[config.mk]
export PLATFORM = sky130hd
export DESIGN_NAME = wbg_top
export DESIGN_NICKNAME = d
export VERILOG_FILES = /design/src/rtl/wbg_pkg.sv /design/src/rtl/wbg_csr.sv /design/src/rtl/wbg_pos.sv /design/src/rtl/wbg_scale.sv /design/src/rtl/wbg_top.sv
export SDC_FILE = /design/constraint.sdc
export NUM_CORES = 1
export LEC_CHECK = 0
export BUFFER_PORTS_ARGS = -buffer_cell sky130_fd_sc_hd__buf_2
export CORE_ASPECT_RATIO = 0.75
export CORE_MARGIN = 2
export CORE_UTILIZATION = 55
export DETAILED_ROUTE_END_ITERATION = 8
export MAX_ROUTING_LAYER = met4
export PLACE_DENSITY = 0.78
export REMOVE_ABC_BUFFERS = 1
export SLEW_MARGIN = 20
export SYNTH_ARGS = -nofsm -noshare
export SYNTH_HDL_FRONTEND = slang
export SYNTH_SLANG_ARGS = --single-unit
[constraint.sdc]
create_clock -name clk -period 10.8 [get_ports clk]
set_clock_uncertainty 0.2 [all_clocks]
set_input_delay 1.62 -clock clk [delete_from_list [all_inputs] [get_ports clk]]
set_output_delay 1.62 -clock clk [all_outputs]
set_load 0.1 [all_outputs]
[src/rtl/wbg_pkg.sv]
// Shared constants and types of the white balance gain stage.
// Assumes a word-addressed register port with byte offsets.
package wbg_pkg;
    localparam int GAIN_W = 19;
    localparam int FRAC_W = 11;
    localparam int NCH    = 4;
    localparam logic [31:0] ID_VALUE   = 32'h6FA7_017A;
    localparam logic [18:0] GAIN_UNITY = 19'h00800;

    localparam int OFS_ID     = 'h00;
    localparam int OFS_PLANES = 'h04;
    localparam int OFS_WIDTH  = 'h08;
    localparam int OFS_HEIGHT = 'h0C;
    localparam int OFS_STATUS = 'h10;
    localparam int OFS_CSUM   = 'h14;
    localparam int OFS_COMMIT = 'h18;
    localparam int OFS_CTRL   = 'h1C;
    localparam int OFS_GAIN0  = 'h20;

    typedef logic [GAIN_W-1:0] gain_t;

    // Bit layout matches the control register: [2:1] phase, [0] bypass.
    typedef struct packed {
        logic [1:0] phase;
        logic       bypass;
    } ctl_t;

    // Gain index of a pixel from its parity and the filter phase.
    function automatic logic [1:0] cfa_channel(input logic [1:0] phase,
                                               input logic row_odd,
                                               input logic col_odd);
        return {row_odd ^ phase[1], col_odd ^ phase[0]};
    endfunction
endpackage

[src/rtl/wbg_csr.sv]
// Register file: shadow and active settings, commit handling, readback.
// Assumes reg_addr is a byte offset; reads are combinational.
module wbg_csr
    import wbg_pkg::*;
#(
    parameter int ADDR_W = 8,
    parameter int DIM_W  = 12,
    parameter int DEF_W  = 16,
    parameter int DEF_H  = 4
) (
    input  logic              clk,
    input  logic              rst_n,
    input  logic [ADDR_W-1:0] reg_addr,
    input  logic              reg_we,
    input  logic [31:0]       reg_wdata,
    output logic [31:0]       reg_rdata,
    input  logic              apply_req,
    input  logic              running,
    input  logic [7:0]        csum,
    output ctl_t              eff_ctl,
    output gain_t [NCH-1:0]   eff_gain,
    output logic [DIM_W-1:0]  height
);
    logic [DIM_W-1:0] width_q, height_q;
    ctl_t             shd_ctl, act_ctl;
    gain_t [NCH-1:0]  shd_gain, act_gain;
    logic             pending, apply, commit_hit;

    assign commit_hit = reg_we && (reg_addr == ADDR_W'(OFS_COMMIT));
    assign apply      = apply_req && pending;
    assign height     = height_q;
    assign eff_ctl    = apply ? shd_ctl : act_ctl;

    // Frame dimension registers, written directly.
    always_ff @(posedge clk) begin
        if (!rst_n) begin
            width_q  <= DIM_W'(DEF_W);
            height_q <= DIM_W'(DEF_H);
        end else if (reg_we && reg_addr == ADDR_W'(OFS_WIDTH)) begin
            width_q <= reg_wdata[DIM_W-1:0];
        end else if (reg_we && reg_addr == ADDR_W'(OFS_HEIGHT)) begin
            height_q <= reg_wdata[DIM_W-1:0];
        end
    end

    // Control shadow, active copy and pending-commit flag.
    always_ff @(posedge clk) begin
        if (!rst_n) begin
            shd_ctl <= '0;
            act_ctl <= '0;
            pending <= 1'b0;
        end else begin
            if (reg_we && reg_addr == ADDR_W'(OFS_CTRL)) shd_ctl <= ctl_t'(reg_wdata[2:0]);
            if (apply) act_ctl <= shd_ctl;
            if (commit_hit) pending <= 1'b1;
            else if (apply) pending <= 1'b0;
        end
    end

    for (genvar k = 0; k < NCH; k++) begin : g_gain
        // Per-channel gain shadow and active copy.
        always_ff @(posedge clk) begin
            if (!rst_n) begin
                shd_gain[k] <= GAIN_UNITY;
                act_gain[k] <= GAIN_UNITY;
            end else begin
                if (reg_we && reg_addr == ADDR_W'(OFS_GAIN0 + 4 * k))
                    shd_gain[k] <= reg_wdata[GAIN_W-1:0];
                if (apply) act_gain[k] <= shd_gain[k];
            end
        end
        assign eff_gain[k] = apply ? shd_gain[k] : act_gain[k];
    end

    // Readback multiplexer.
    always_comb begin
        reg_rdata = '0;
        if (reg_addr == ADDR_W'(OFS_ID))     reg_rdata = ID_VALUE;
        if (reg_addr == ADDR_W'(OFS_PLANES)) reg_rdata = 32'd1;
        if (reg_addr == ADDR_W'(OFS_WIDTH))  reg_rdata = 32'(width_q);
        if (reg_addr == ADDR_W'(OFS_HEIGHT)) reg_rdata = 32'(height_q);
        if (reg_addr == ADDR_W'(OFS_STATUS)) reg_rdata = {30'd0, pending, running};
        if (reg_addr == ADDR_W'(OFS_CSUM))   reg_rdata = {24'd0, csum};
        if (reg_addr == ADDR_W'(OFS_CTRL))   reg_rdata = {29'd0, shd_ctl};
        for (int k = 0; k < NCH; k++)
            if (reg_addr == ADDR_W'(OFS_GAIN0 + 4 * k)) reg_rdata = 32'(shd_gain[k]);
    end

    // a consumed commit leaves nothing pending.
    assert_commit_clears_R5: assert property (@(posedge clk) disable iff (!rst_n)
        (apply && !commit_hit) |=> !pending);
    // active settings move only when a commit is consumed.
    assert_active_frozen_R5: assert property (@(posedge clk) disable iff (!rst_n)
        !apply |=> ($stable(act_ctl) && $stable(act_gain)));
    // gain readback never shows bits above the gain field.
    assert_gain_hi_zero_R9: assert property (@(posedge clk) disable iff (!rst_n)
        (reg_addr >= ADDR_W'(OFS_GAIN0) && reg_addr < ADDR_W'(OFS_GAIN0 + 4 * NCH))
        |-> (reg_rdata[31:GAIN_W] == '0));
endmodule

[src/rtl/wbg_pos.sv]
// Position tracker: line count and column parity of the pixel at the input.
// Assumes tuser marks line 0 column 0 and tlast ends each line.
module wbg_pos #(
    parameter int DIM_W = 12
) (
    input  logic             clk,
    input  logic             rst_n,
    input  logic             s_fire,
    input  logic             s_tuser,
    input  logic             s_tlast,
    input  logic [DIM_W-1:0] height,
    output logic             row_odd,
    output logic             col_odd,
    output logic             eof
);
    logic [DIM_W-1:0] line_q, cur_line;
    logic             col_q, cur_col;

    assign cur_line = s_tuser ? '0 : line_q;
    assign cur_col  = s_tuser ? 1'b0 : col_q;
    assign row_odd  = cur_line[0];
    assign col_odd  = cur_col;
    assign eof      = s_tlast && (cur_line == height - DIM_W'(1));

    // Advance column parity per pixel and the line count per tlast.
    always_ff @(posedge clk) begin
        if (!rst_n) begin
            line_q <= '0;
            col_q  <= 1'b0;
        end else if (s_fire) begin
            col_q  <= s_tlast ? 1'b0 : ~cur_col;
            line_q <= s_tlast ? cur_line + DIM_W'(1) : cur_line;
        end
    end

    // the first pixel after end-of-line starts on an even column.
    assert_col_restart_R3: assert property (@(posedge clk) disable iff (!rst_n)
        (s_fire && s_tlast) |=> !col_q);
endmodule

[src/rtl/wbg_scale.sv]
// Gain datapath with one output register, frame flag and checksum.
// Assumes DATA_W >= 8; s_tready depends combinationally on m_tready.
module wbg_scale
    import wbg_pkg::*;
#(
    parameter int DATA_W = 12
) (
    input  logic              clk,
    input  logic              rst_n,
    input  logic [DATA_W-1:0] s_tdata,
    input  logic              s_tvalid,
    output logic              s_tready,
    input  logic              s_tuser,
    input  logic              s_tlast,
    input  logic              eof_in,
    input  logic              row_odd,
    input  logic              col_odd,
    input  ctl_t              ctl,
    input  gain_t [NCH-1:0]   gains,
    output logic              s_fire,
    output logic [DATA_W-1:0] m_tdata,
    output logic              m_tvalid,
    input  logic              m_tready,
    output logic              m_tuser,
    output logic              m_tlast,
    output logic              running,
    output logic [7:0]        csum
);
    localparam int PROD_W = DATA_W + GAIN_W;
    localparam int RND_W  = PROD_W + 1 - FRAC_W;
    localparam logic [PROD_W:0]  HALF    = (PROD_W + 1)'(1) << (FRAC_W - 1);
    localparam logic [RND_W-1:0] MAX_EXT = RND_W'({DATA_W{1'b1}});

    logic              m_eof, m_fire;
    logic [7:0]        acc, sum;
    gain_t             g;
    logic [PROD_W:0]   prod;
    logic [RND_W-1:0]  rnd;
    logic [DATA_W-1:0] scaled;

    assign s_tready = !m_tvalid || m_tready;
    assign s_fire   = s_tvalid && s_tready;
    assign m_fire   = m_tvalid && m_tready;

    // Select gain, multiply, round half-up and clamp.
    always_comb begin
        g      = gains[cfa_channel(ctl.phase, row_odd, col_odd)];
        prod   = (PROD_W + 1)'(s_tdata) * (PROD_W + 1)'(g);
        rnd    = RND_W'((prod + HALF) >> FRAC_W);
        scaled = (rnd > MAX_EXT) ? {DATA_W{1'b1}} : rnd[DATA_W-1:0];
    end

    // Output register, loaded when the downstream slot is free.
    always_ff @(posedge clk) begin
        if (!rst_n) begin
            m_tvalid <= 1'b0;
            m_tdata  <= '0;
            m_tuser  <= 1'b0;
            m_tlast  <= 1'b0;
            m_eof    <= 1'b0;
        end else if (s_tready) begin
            m_tvalid <= s_tvalid;
            if (s_tvalid) begin
                m_tdata <= ctl.bypass ? s_tdata : scaled;
                m_tuser <= s_tuser;
                m_tlast <= s_tlast;
                m_eof   <= eof_in;
            end
        end
    end

    assign sum = (m_tuser ? 8'd0 : acc) + m_tdata[7:0];

    // Checksum accumulation and frame-in-flight flag.
    always_ff @(posedge clk) begin
        if (!rst_n) begin
            acc     <= '0;
            csum    <= '0;
            running <= 1'b0;
        end else begin
            if (m_fire) begin
                acc <= m_eof ? 8'd0 : sum;
                if (m_eof) csum <= sum;
            end
            if (s_fire && s_tuser) running <= 1'b1;
            else if (m_fire && m_eof) running <= 1'b0;
        end
    end

    // a stalled output holds still.
    assert_stall_hold_R8: assert property (@(posedge clk) disable iff (!rst_n)
        (m_tvalid && !m_tready) |=> (m_tvalid && $stable(m_tdata) && $stable(m_tuser) && $stable(m_tlast)));
    // bypass copies the accepted sample.
    assert_bypass_copy_R4: assert property (@(posedge clk) disable iff (!rst_n)
        (s_fire && ctl.bypass) |=> (m_tdata == $past(s_tdata)));
    // unity gain is exact.
    assert_unity_exact_R2: assert property (@(posedge clk) disable iff (!rst_n)
        (s_fire && g == GAIN_UNITY) |=> (m_tdata == $past(s_tdata)));
    // an accepted start-of-frame raises the frame flag.
    assert_running_sof_R6: assert property (@(posedge clk) disable iff (!rst_n)
        (s_fire && s_tuser) |=> running);
endmodule

[src/rtl/wbg_top.sv]
// Top of the Bayer white balance gain stage: registers, tracker, datapath.
// Assumes one pixel per clock and a single colour plane.
module wbg_top
    import wbg_pkg::*;
#(
    parameter int DATA_W = 12,
    parameter int ADDR_W = 8,
    parameter int DIM_W  = 12,
    parameter int DEF_W  = 16,
    parameter int DEF_H  = 4
) (
    input  logic              clk,
    input  logic              rst_n,
    input  logic [DATA_W-1:0] s_tdata,
    input  logic              s_tvalid,
    output logic              s_tready,
    input  logic              s_tuser,
    input  logic              s_tlast,
    output logic [DATA_W-1:0] m_tdata,
    output logic              m_tvalid,
    input  logic              m_tready,
    output logic              m_tuser,
    output logic              m_tlast,
    input  logic [ADDR_W-1:0] reg_addr,
    input  logic              reg_we,
    input  logic [31:0]       reg_wdata,
    output logic [31:0]       reg_rdata
);
    ctl_t             eff_ctl;
    gain_t [NCH-1:0]  eff_gain;
    logic [DIM_W-1:0] height;
    logic             s_fire, row_odd, col_odd, eof, running;
    logic [7:0]       csum;

    wbg_csr #(.ADDR_W(ADDR_W), .DIM_W(DIM_W), .DEF_W(DEF_W), .DEF_H(DEF_H)) u_csr (
        .clk(clk), .rst_n(rst_n), .reg_addr(reg_addr), .reg_we(reg_we),
        .reg_wdata(reg_wdata), .reg_rdata(reg_rdata),
        .apply_req(s_fire && s_tuser), .running(running), .csum(csum),
        .eff_ctl(eff_ctl), .eff_gain(eff_gain), .height(height));

    wbg_pos #(.DIM_W(DIM_W)) u_pos (
        .clk(clk), .rst_n(rst_n), .s_fire(s_fire), .s_tuser(s_tuser),
        .s_tlast(s_tlast), .height(height),
        .row_odd(row_odd), .col_odd(col_odd), .eof(eof));

    wbg_scale #(.DATA_W(DATA_W)) u_scale (
        .clk(clk), .rst_n(rst_n), .s_tdata(s_tdata), .s_tvalid(s_tvalid),
        .s_tready(s_tready), .s_tuser(s_tuser), .s_tlast(s_tlast),
        .eof_in(eof), .row_odd(row_odd), .col_odd(col_odd),
        .ctl(eff_ctl), .gains(eff_gain), .s_fire(s_fire),
        .m_tdata(m_tdata), .m_tvalid(m_tvalid), .m_tready(m_tready),
        .m_tuser(m_tuser), .m_tlast(m_tlast), .running(running), .csum(csum));
endmodule

==> impl_metrics.prom, run 1 <==
# TYPE chip_impl_metric gauge
chip_impl_metric{name="final_net_count",unit=""} 2558
chip_impl_metric{name="total_power",unit="mW"} 1.93
chip_impl_metric{name="worst_r2r_path_depth",unit=""} 28
chip_impl_metric{name="hold_viol",unit=""} 0
chip_impl_metric{name="period_needed",unit="ns"} 9.46
chip_impl_metric{name="dieWidth",unit="µm"} 216
chip_impl_metric{name="ios",unit=""} 107
chip_impl_metric{name="ctsResizeCount",unit=""} 0
chip_impl_metric{name="met1_length",unit="µm"} 21400
chip_impl_metric{name="critPathArrivalTime",unit="ns"} 9.70
chip_impl_metric{name="async_reset_ff_share",unit="%"} 0
chip_impl_metric{name="worst_ir_drop_vdd",unit="µV"} 121
chip_impl_info{name="start_kind",value="input pin"} 1
chip_impl_metric{name="post_synthesis_mean_instance_area",unit="µm²"} 8.22
chip_impl_info{name="synth.largest_area_cell",value="dfxtp_1"} 1
chip_impl_metric{name="synth-warning-count",unit=""} 0
chip_impl_info{name="critPathMostFrequentCell",value="fa_1"} 1
chip_impl_info{name="regToRegEndpoint",value="u_scale.m_tdata[4]"} 1
chip_impl_info{name="cts_tree",value="yes"} 1
chip_impl_metric{name="grt_pass1_wl",unit="µm"} 82300
chip_impl_metric{name="initialDrtViolationCount",unit=""} 1942
chip_impl_metric{name="power_density",unit="nW/µm²"} 97.3
chip_impl_metric{name="yosysUniqueCellTypes",unit=""} 69
chip_impl_metric{name="synthToLayoutAreaGrowth",unit="%"} 7.24
chip_impl_info{name="most-common-layout-cells",value="nand2_1, dfxtp_1, a21oi_1, inv_1, fa_1"} 1
chip_impl_info{name="topRoutingLayerUsed",value="met4"} 1
chip_impl_metric{name="firstDrtPassIters",unit=""} 6
chip_impl_metric{name="final-setup-viol-count",unit=""} 0
chip_impl_metric{name="cp.required",unit="ns"} 11.04
chip_impl_info{name="worst-setup-path-type",value="in2reg"} 1
chip_impl_metric{name="globalplace.congestion",unit=""} 0.932
chip_impl_metric{name="max-cap-violations",unit=""} 0
chip_impl_info{name="critical_path.endpoint_type",value="flip-flop"} 1
chip_impl_info{name="dominant_cells_by_area_after_synthesis",value="dfxtp_1, fa_1, nand2_1, ha_1, a21oi_1"} 1
chip_impl_metric{name="worst_slew_pin_slew",unit="ns"} 1.19
chip_impl_metric{name="clkLatencyLatePin",unit="ns"} 0.53
chip_impl_metric{name="achievable-frequency",unit="MHz"} 106
chip_impl_info{name="worstSetupEndpoint",value="u_scale.m_tdata[4]"} 1
chip_impl_metric{name="coreArea",unit="µm²"} 33300
chip_impl_metric{name="h-tree-depth",unit=""} 1
chip_impl_metric{name="die-area",unit="µm²"} 35200
chip_impl_metric{name="clock_tree.buffer_depth",unit=""} 3
chip_impl_info{name="crit_slowest_cell",value="mux4_1"} 1
chip_impl_info{name="final_common_cell",value="nand2_1"} 1
chip_impl_info{name="source_of_the_worst_register_to_register_timing_path",value="u_scale.m_tvalid"} 1
chip_impl_metric{name="place_ws",unit="ns"} 0.920
chip_impl_metric{name="synth_seq_cells",unit=""} 229
chip_impl_info{name="hold_path_class",value="reg2reg"} 1
chip_impl_metric{name="timing.critical_path.slowest_cell_delay",unit="ns"} 0.58
chip_impl_metric{name="post-cts-setup-buffer-count",unit=""} 0
chip_impl_metric{name="globalRoute.totalOverflow",unit=""} 0
chip_impl_metric{name="ant_nets",unit=""} 0
chip_impl_metric{name="synth_enable_flop_cells",unit=""} 0
chip_impl_metric{name="initial_standard_cell_utilization_of_the_core",unit="%"} 55.6
chip_impl_metric{name="timing.setup.tns",unit="ns"} 0
chip_impl_metric{name="die_height",unit="µm"} 163
chip_impl_metric{name="post-route-drc-count",unit=""} 0
chip_impl_metric{name="synth_top_cell_area_share",unit="%"} 24.8
chip_impl_metric{name="layout-drive-gt1-share",unit="%"} 9.21
chip_impl_metric{name="total_routing_usage_reported_by_global_routing",unit="%"} 30.1
chip_impl_metric{name="drt_wl_total",unit="µm"} 51000
chip_impl_metric{name="number_of_diodes",unit=""} 0
chip_impl_metric{name="cts_inserted_buffers",unit=""} 23
chip_impl_metric{name="leakage_component_of_the_power",unit="nW"} 8.44
chip_impl_metric{name="synthesis.area",unit="µm²"} 18500
chip_impl_metric{name="post_drt_via_cell_ratio",unit=""} 5.94
chip_impl_metric{name="vias",unit=""} 16000
chip_impl_metric{name="placement.io_buffers",unit=""} 88
chip_impl_metric{name="first_global_vias",unit=""} 15800
chip_impl_info{name="clockRootBuffer",value="clkbuf_16"} 1
chip_impl_metric{name="netlist_instances",unit=""} 2252
chip_impl_metric{name="slew_headroom",unit="%"} 20.7
chip_impl_metric{name="antenna_found_initial",unit=""} 0
chip_impl_metric{name="num_rows",unit=""} 58
chip_impl_metric{name="wire_length_on_met2",unit="µm"} 22600
chip_impl_metric{name="wl_per_cell",unit="µm"} 18.9
chip_impl_metric{name="largest_net_degree_at_the_start_of_global_routing",unit=""} 116
chip_impl_metric{name="critical_path_peak_fanout",unit=""} 38
chip_impl_metric{name="cts.sinks",unit=""} 229
chip_impl_info{name="postSynth.topFlopCell",value="dfxtp_1"} 1
chip_impl_metric{name="post_cts_hold_buffer_count",unit=""} 0
chip_impl_metric{name="yosysSeqAreaShare",unit="%"} 24.8
chip_impl_metric{name="route.met3.wl",unit="µm"} 5590
chip_impl_metric{name="slew_viol_final",unit=""} 0
chip_impl_metric{name="layout_worst_path_cycle_share",unit="%"} 87.6
chip_impl_info{name="rsz_0062_raised_after_global_routing",value="false"} 1
chip_impl_metric{name="clk_pin_slew_worst_paths",unit="ns"} 0.06
chip_impl_info{name="outcome",value="completed"} 1
chip_impl_metric{name="final.setup.worst_slack",unit="ns"} 1.34
chip_impl_metric{name="timing.reg2reg.setup_slack",unit="ns"} 2.20
chip_impl_metric{name="total_half_perimeter_wirelength_after_legalization_and_detailed_placement",unit="µm"} 35900
chip_impl_info{name="startpoint",value="m_tready"} 1
-- registers in the layout, summed over array words and instances, names as in the netlist, 3 cells and up --
register         cells
u_csr.width_q       12
u_scale.csum         8
u_csr.shd_ctl        3
u_csr.height        12
u_scale.m_tdata     12
u_csr.act_gain      76
u_csr.act_ctl        3
u_pos.line_q        12
u_scale.acc          8
u_csr.shd_gain      76
-- worst min-delay path by stage --
stage          depth (start not counted)                from  slack (ns)                  to
4_1_cts                                2   u_csr.act_gain[0]        0.25   u_csr.act_gain[0]
3_5_place_dp                           2   u_csr.act_gain[0]        0.24   u_csr.act_gain[0]
2_1_floorplan                          2   u_csr.act_gain[0]        0.23   u_csr.act_gain[0]
5_1_grt                                2  u_csr.act_gain[73]        0.27  u_csr.act_gain[73]
6_report                               2  u_csr.act_gain[59]        0.25  u_csr.act_gain[59]
3_3_place_gp                           2  u_csr.act_gain[19]        0.24  u_csr.act_gain[19]
-- critical path: cells and delay by family --
kind | cells | cell delay, ns
adder cells (fa/ha/maj) | 6 | 2.84
AND/OR/NAND/NOR | 9 | 1.96
multiplexers | 3 | 1.29
AO/OA/AOI/OAI | 3 | 0.92
buffers and inverters | 7 | 0.81
XOR/XNOR | 1 | 0.17
-- layout make-up --
| cell class | instances | area, µm² |
|---|---|---|
| Tap cell | 450 | 563 |
| Timing Repair Buffer | 106 | 601 |
| Clock inverter | 9 | 208 |
| Multi-Input combinational cell | 1659 | 12500 |
| Sequential cell | 229 | 4580 |
| Clock buffer | 29 | 638 |
| Inverter | 216 | 816 |
| Fill cell | 2859 | 13400 |
-- per-stage QoR --
step           utilization [%]  instance area, µm²  instances  hold WS (ns)
2_1_floorplan                -               17800       2104         0.232
3_3_place_gp              57.1               19000       2660         0.238
3_5_place_dp              57.1               19000       2660         0.245
4_1_cts                   59.6               19900       2698         0.254
5_1_grt                   59.6               19900       2698         0.270
6_report                  59.6               19900       2698         0.252
-- cell usage after synthesis, drive strengths merged (5+ instances only) --
master and number:
a211oi 6, a21o 9, a21oi 225, a221o 5, a221oi 7, a222oi 8, a22oi 12, a31oi 19
and2 64, and3 12, buf 49, clkbuf 103, dfxtp 229, fa 172, ha 92, inv 215
mux2 18, mux2i 13, mux4 38, nand2 574, nand2b 24, nand3 59, nand4 12, nor2 74
nor2b 36, nor3 15, nor4 6, o211ai 12, o21ai 28, o21bai 5, o22ai 7, or3 10
xnor2 37, xor2 11
-- cells by family (layout without fill, tap and decap cells) --
family	after synthesis	count (layout)	synth area share, %
AND/OR/NAND/NOR	901	901	21.5
AO/OA/AOI/OAI	372	372	11.9
buffers and inverters	368	360	8.19
adder cells (fa/ha/maj)	264	264	24.8
flip-flops	229	229	24.8
multiplexers	69	69	6.54
XOR/XNOR	48	48	2.31
other	1	5	0.0202
-- report_power, final --
part / internal (mW) / total (mW) / leakage, nW / switching [mW]
clock network: 0.561 / 0.910 / 0.410 / 0.349
logic: 0.0374 / 0.168 / 6.18 / 0.131
registers: 0.850 / 0.855 / 1.85 / 0.00540
total: 1.45 / 1.93 / 8.44 / 0.485
-- per-layer routing --
layer	global-route usage, %	vias to the layer above
li1	-	7334
met1	40.5	7740
met2	46.1	831
met3	6.54	113
met4	8.09	0
met5	-	-
Power figures use the tool's default switching activity.
==> inputs of run 2 (changes only) <==
- CORE_UTILIZATION: 55 -> 35
- PLACE_DENSITY: 0.78 -> 0.56
==> impl_metrics.prom, run 2 (synthesis gave the netlist of run 1 again) <==
# TYPE chip_impl_metric gauge
chip_impl_metric{name="hold_viol",unit=""} 0
chip_impl_metric{name="power_density",unit="nW/µm²"} 97.3
chip_impl_metric{name="post-cts-setup-buffer-count",unit=""} 0
chip_impl_metric{name="cts_inserted_buffers",unit=""} 25
chip_impl_metric{name="critPathArrivalTime",unit="ns"} 9.65
chip_impl_metric{name="dieWidth",unit="µm"} 270
chip_impl_metric{name="post_cts_hold_buffer_count",unit=""} 0
chip_impl_metric{name="placement.io_buffers",unit=""} 88
chip_impl_metric{name="cts.sinks",unit=""} 229
chip_impl_info{name="clockRootBuffer",value="clkbuf_16"} 1
chip_impl_metric{name="total_half_perimeter_wirelength_after_legalization_and_detailed_placement",unit="µm"} 38700
chip_impl_metric{name="cp.required",unit="ns"} 11.06
chip_impl_info{name="critPathMostFrequentCell",value="fa_1"} 1
chip_impl_metric{name="h-tree-depth",unit=""} 1
chip_impl_metric{name="wl_per_cell",unit="µm"} 18.5
chip_impl_metric{name="layout_worst_path_cycle_share",unit="%"} 87.0
chip_impl_metric{name="utilization",unit="%"} 39.1
chip_impl_info{name="hold_path_class",value="reg2reg"} 1
chip_impl_info{name="start_kind",value="input pin"} 1
chip_impl_metric{name="max-cap-violations",unit=""} 0
chip_impl_metric{name="worst_slew_pin_slew",unit="ns"} 1.14
chip_impl_metric{name="total_power",unit="mW"} 1.97
chip_impl_info{name="cp_top_family",value="adder cells"} 1
chip_impl_metric{name="final-setup-viol-count",unit=""} 0
chip_impl_metric{name="num_rows",unit=""} 72
chip_impl_metric{name="clkLatencyLatePin",unit="ns"} 0.54
chip_impl_metric{name="clock_tree.buffer_depth",unit=""} 3
chip_impl_metric{name="post_drt_via_cell_ratio",unit=""} 5.32
chip_impl_metric{name="globalplace.congestion",unit=""} 0.854
chip_impl_info{name="rsz_0062_raised_after_global_routing",value="false"} 1
chip_impl_info{name="most-common-layout-cells",value="nand2_1, dfxtp_1, a21oi_1, inv_1, fa_1"} 1
chip_impl_metric{name="clk_pin_slew_worst_paths",unit="ns"} 0.06
chip_impl_metric{name="firstDrtPassIters",unit=""} 5
chip_impl_metric{name="largest_net_degree_at_the_start_of_global_routing",unit=""} 116
chip_impl_metric{name="ant_nets",unit=""} 0
chip_impl_metric{name="coreArea",unit="µm²"} 51900
chip_impl_metric{name="critical_path_peak_fanout",unit=""} 38
chip_impl_metric{name="layout-drive-gt1-share",unit="%"} 9.64
chip_impl_metric{name="vias",unit=""} 15800
chip_impl_metric{name="worst-path-buf-inv",unit=""} 7
chip_impl_info{name="outcome",value="completed"} 1
chip_impl_info{name="crit_slowest_cell",value="or4_1"} 1
chip_impl_info{name="largestRegisters",value="u_csr.act_gain (76), u_csr.shd_gain (76)"} 1
chip_impl_info{name="cts_tree",value="yes"} 1
chip_impl_metric{name="fillers",unit=""} 5326
chip_impl_metric{name="drt_wl_total",unit="µm"} 54900
chip_impl_metric{name="grt_pass1_wl",unit="µm"} 88600
chip_impl_metric{name="slew_headroom",unit="%"} 23.9
chip_impl_metric{name="globalRoute.totalOverflow",unit=""} 0
chip_impl_info{name="worst-setup-path-type",value="in2reg"} 1
chip_impl_metric{name="final.setup.worst_slack",unit="ns"} 1.41
chip_impl_info{name="final_common_cell",value="nand2_1"} 1
chip_impl_info{name="critical_path.endpoint_type",value="flip-flop"} 1
chip_impl_metric{name="antenna_found_initial",unit=""} 4
chip_impl_metric{name="slew_viol_final",unit=""} 0
chip_impl_metric{name="timing.critical_path.slowest_cell_delay",unit="ns"} 0.64
chip_impl_metric{name="post-route-drc-count",unit=""} 0
chip_impl_metric{name="total_routing_usage_reported_by_global_routing",unit="%"} 20.8
chip_impl_metric{name="final_net_count",unit=""} 2566
chip_impl_metric{name="initial_standard_cell_utilization_of_the_core",unit="%"} 35.7
chip_impl_metric{name="place_ws",unit="ns"} 0.895
chip_impl_metric{name="multi_input_comb_area",unit="µm²"} 12500
chip_impl_metric{name="first_global_vias",unit=""} 15600
chip_impl_metric{name="die_height",unit="µm"} 203
chip_impl_metric{name="ff_latch_area",unit="µm²"} 4580
chip_impl_metric{name="ios",unit=""} 107
chip_impl_metric{name="worst_ir_drop_vdd",unit="µV"} 105
chip_impl_metric{name="synthToLayoutAreaGrowth",unit="%"} 9.52
chip_impl_metric{name="ctsResizeCount",unit=""} 0
chip_impl_metric{name="die-area",unit="µm²"} 54800
chip_impl_metric{name="leakage_component_of_the_power",unit="nW"} 8.50
chip_impl_metric{name="period_needed",unit="ns"} 9.39
chip_impl_metric{name="achievable-frequency",unit="MHz"} 106
chip_impl_metric{name="initialDrtViolationCount",unit=""} 1247
## run 2: cell types whose count changed in the layout (fill, tap and decap cells not counted), sizes merged
cell / previous run / this run
buf: 106 / 112
diode: 0 / 5
clkbuf: 29 / 33
clkinv: 0 / 4
bufinv: 6 / 5
inv: 218 / 219
## run 2: stage by stage
stage | instances | hold slack, ns | instance area, µm² | setup TNS (ns)
3_3_place_gp | 2919 | 0.238 | 19400 | 0
4_1_cts | 2965 | 0.252 | 20300 | 0
5_1_grt | 2967 | 0.269 | 20300 | 0
6_report | 2970 | 0.252 | 20300 | 0
2_1_floorplan | 2104 | 0.232 | 17800 | -87.58
3_5_place_dp | 2919 | 0.244 | 19400 | 0
## run 2: cell type report
type | count | area share [%]
multi-input cells | 1659 | 61.4
inverters | 216 | 4.02
diodes | 5 | 0.0617
well taps | 703 | 4.34
flip-flops and latches | 229 | 22.6
repair buffers | 112 | 3.18
clock inverters | 13 | 1.03
clock buffers | 33 | 3.38
## run 2: path summary, 6_finish.rpt
path	start	cells after the start	slack (ns)	end
max reg2reg	u_scale.m_tvalid	28	2.22	u_scale.m_tdata[4]
min reg2reg	u_csr.act_gain[45]	2	0.25	u_csr.act_gain[45]
max	m_tready	29	1.41	u_scale.m_tdata[4]
min	u_csr.act_gain[45]	2	0.25	u_csr.act_gain[45]
## run 2: tightest hold or removal path: cells and delay by family (launching register included)
| family | cells | cell delay (ns) |
|---|---|---|
| flip-flops | 1 | 0.30 |
| AO/OA/AOI/OAI | 1 | 0.05 |
| AND/OR/NAND/NOR | 1 | 0.05 |
## run 2: power by group
part	internal (mW)	leakage [nW]	total, mW	switching [mW]
Clock	0.571	0.439	0.946	0.376
Combinational	0.0377	6.21	0.171	0.133
Sequential	0.850	1.85	0.856	0.00585
Total	1.46	8.50	1.97	0.515
## run 2: layer usage
layer	global-route usage [%]	vias up	share of wire (%)
met5	-	-	0
met4	3.73	0	1.3
met3	3.04	65	6.9
met2	31.3	525	44
met1	30.0	7859	48
li1	-	7365	-
==> inputs of run 3 (changes only) <==
- CORE_UTILIZATION: 35 -> 30
- PLACE_DENSITY: 0.56 -> 0.5
==> impl_metrics.prom, run 3 (synthesis gave the netlist of run 1 again) <==
# TYPE chip_impl_metric gauge
chip_impl_metric{name="cp.required",unit="ns"} 11.07
chip_impl_metric{name="power_density",unit="nW/µm²"} 96.2
chip_impl_metric{name="slew_viol_final",unit=""} 0
chip_impl_metric{name="wire_length_on_met2",unit="µm"} 24300
chip_impl_info{name="hold_path_class",value="reg2reg"} 1
chip_impl_info{name="regToRegEndpoint",value="u_scale.m_tdata[2]"} 1
chip_impl_metric{name="largest_net_degree_at_the_start_of_global_routing",unit=""} 129
chip_impl_metric{name="die_height",unit="µm"} 219
chip_impl_metric{name="cts_inserted_buffers",unit=""} 26
chip_impl_metric{name="post-cts-setup-buffer-count",unit=""} 0
chip_impl_metric{name="antenna_found_initial",unit=""} 1
chip_impl_info{name="final_common_cell",value="nand2_1"} 1
chip_impl_metric{name="ant_nets",unit=""} 0
chip_impl_metric{name="leakage_component_of_the_power",unit="nW"} 8.48
chip_impl_metric{name="num_rows",unit=""} 78
chip_impl_metric{name="total_half_perimeter_wirelength_after_legalization_and_detailed_placement",unit="µm"} 39900
chip_impl_metric{name="clkLatencyLatePin",unit="ns"} 0.55
chip_impl_metric{name="worst_slew_pin_slew",unit="ns"} 1.26
chip_impl_metric{name="globalRoute.totalOverflow",unit=""} 0
chip_impl_info{name="outcome",value="completed"} 1
chip_impl_info{name="crit_slowest_cell",value="or4_1"} 1
chip_impl_metric{name="layout-drive-gt1-share",unit="%"} 9.61
chip_impl_metric{name="fillers",unit=""} 6329
chip_impl_metric{name="initial_standard_cell_utilization_of_the_core",unit="%"} 30.5
chip_impl_metric{name="first_global_vias",unit=""} 15500
chip_impl_metric{name="clock_tree.buffer_depth",unit=""} 3
chip_impl_metric{name="slew_headroom",unit="%"} 16.0
chip_impl_metric{name="vias",unit=""} 15700
chip_impl_metric{name="worst_r2r_path_depth",unit=""} 28
chip_impl_metric{name="ctsResizeCount",unit=""} 0
chip_impl_metric{name="final_net_count",unit=""} 2563
chip_impl_metric{name="max-cap-violations",unit=""} 0
chip_impl_metric{name="drt_wl_total",unit="µm"} 55900
chip_impl_metric{name="cts.sinks",unit=""} 229
chip_impl_metric{name="post_cts_hold_buffer_count",unit=""} 0
chip_impl_metric{name="synthToLayoutAreaGrowth",unit="%"} 9.96
chip_impl_metric{name="ios",unit=""} 107
chip_impl_metric{name="firstDrtPassIters",unit=""} 5
chip_impl_metric{name="globalplace.congestion",unit=""} 0.856
chip_impl_metric{name="internal_power",unit="mW"} 1.44
chip_impl_info{name="topRoutingLayerUsed",value="met4"} 1
chip_impl_metric{name="switching_share",unit="%"} 26.3
chip_impl_metric{name="h-tree-depth",unit=""} 1
chip_impl_metric{name="hold_viol",unit=""} 0
chip_impl_info{name="largestRegisters",value="u_csr.act_gain (76), u_csr.shd_gain (76)"} 1
chip_impl_info{name="critPathMostFrequentCell",value="fa_1"} 1
chip_impl_metric{name="timing.reg2reg.setup_slack",unit="ns"} 2.07
chip_impl_metric{name="route.met3.wl",unit="µm"} 3210
chip_impl_metric{name="total_routing_usage_reported_by_global_routing",unit="%"} 18.1
chip_impl_metric{name="die-area",unit="µm²"} 63800
chip_impl_metric{name="post-route-drc-count",unit=""} 0
chip_impl_info{name="rsz_0062_raised_after_global_routing",value="false"} 1
chip_impl_info{name="cts_tree",value="yes"} 1
chip_impl_metric{name="netSwitchingPower",unit="mW"} 0.516
chip_impl_info{name="critical_path.endpoint_type",value="flip-flop"} 1
chip_impl_metric{name="post-route-cell-area",unit="µm²"} 20400
chip_impl_metric{name="initialDrtViolationCount",unit=""} 1296
chip_impl_metric{name="critical_path_peak_fanout",unit=""} 38
chip_impl_metric{name="final-setup-viol-count",unit=""} 0
chip_impl_metric{name="place_area",unit="µm²"} 19500
chip_impl_metric{name="grt_pass1_wl",unit="µm"} 89100
chip_impl_metric{name="worst_ir_drop_vdd",unit="µV"} 105
chip_impl_metric{name="pwr-share-clk",unit="%"} 47.6
chip_impl_metric{name="period_needed",unit="ns"} 9.58
chip_impl_info{name="source_of_the_worst_register_to_register_timing_path",value="u_scale.m_tvalid"} 1
chip_impl_metric{name="dieWidth",unit="µm"} 291
chip_impl_metric{name="seq_power_share",unit="%"} 43.7
chip_impl_metric{name="layout_worst_path_cycle_share",unit="%"} 88.7
chip_impl_metric{name="placement.io_buffers",unit=""} 88
chip_impl_info{name="start_kind",value="input pin"} 1
chip_impl_metric{name="timing.critical_path.slowest_cell_delay",unit="ns"} 0.64
chip_impl_metric{name="total_power",unit="mW"} 1.96
chip_impl_metric{name="wl_per_cell",unit="µm"} 18.3
chip_impl_info{name="clockRootBuffer",value="clkbuf_16"} 1
chip_impl_metric{name="clk_pin_slew_worst_paths",unit="ns"} 0.06
chip_impl_metric{name="timing.setup.tns",unit="ns"} 0
chip_impl_metric{name="post_drt_via_cell_ratio",unit=""} 5.13
chip_impl_info{name="worst-setup-path-type",value="in2reg"} 1
chip_impl_metric{name="achievable-frequency",unit="MHz"} 104
chip_impl_info{name="timing.hold.worst_endpoint",value="u_csr.act_gain[0]"} 1
chip_impl_metric{name="met1_length",unit="µm"} 27500
chip_impl_metric{name="utilization",unit="%"} 33.5
chip_impl_info{name="min_from",value="u_csr.act_gain[0]"} 1
chip_impl_metric{name="min_path_cells",unit=""} 2
chip_impl_metric{name="coreArea",unit="µm²"} 60800
chip_impl_metric{name="combPwrFrac",unit="%"} 8.7
chip_impl_info{name="most-common-layout-cells",value="nand2_1, dfxtp_1, a21oi_1, inv_1, fa_1"} 1
chip_impl_metric{name="critPathArrivalTime",unit="ns"} 9.85
[run 3: per-layer routing]
metal / track usage, % / up-vias
met2: 27.2 / 446
met5: - / -
li1: - / 7342
met1: 26.3 / 7840
met3: 2.24 / 56
met4: 3.06 / 0
[run 3: final cells by class]
| cell class | instances | area, µm² | share of cell area (%) |
|---|---|---|---|
| Clock inverter | 12 | 144 | 0.707 |
| Clock buffer | 35 | 746 | 3.66 |
| Timing Repair Buffer | 108 | 616 | 3.02 |
| Sequential cell | 229 | 4580 | 22.5 |
| Multi-Input combinational cell | 1659 | 12500 | 61.2 |
| Antenna cell | 1 | 2.50 | 0.0123 |
| Tap cell | 800 | 1000 | 4.91 |
| Inverter | 216 | 816 | 4.01 |
[run 3: critical path, delay by kind of cell]
kind	cells	cell delay (ns)
adders and majority gates	6	2.86
and+or+nand+nor	9	2.03
buffers and inverters	7	0.80
xor gates and xnor gates	1	0.17
AOI/OAI and AO/OA	3	1.04
muxes	3	1.25
[run 3: metrics by stage]
step / setup slack [ns] / hold slack [ns] / std cells
final: 1.22 / 0.251 / 3060
after CTS: 1.23 / 0.251 / 3059
after global routing: 0.769 / 0.268 / 3060
after floorplan: -4.69 / 0.232 / 2104
after global placement: 0.701 / 0.238 / 3012
after detailed placement: 0.676 / 0.242 / 3012
[run 3: how the worst max path moves through the flow]
stage	start	endpoint	cells after the start
after floorplan	reg_addr[1]	reg_rdata[3]	6
after global placement	m_tready	u_scale.m_tdata[4]	29
after detailed placement	m_tready	u_scale.m_tdata[2]	29
after CTS	m_tready	u_scale.m_tdata[2]	29
after global routing	m_tready	u_scale.m_tdata[4]	29
final	m_tready	u_scale.m_tdata[2]	29
[run 3: power by group through the flow]
stage	Combinational (mW)	Clock (mW)	Sequential, mW
floorplan	0.0739	0	0.899
global placement	0.168	0	0.875
detailed placement	0.170	0	0.875
CTS	0.170	0.953	0.857
global route	0.183	0.987	0.857
finish	0.170	0.932	0.856
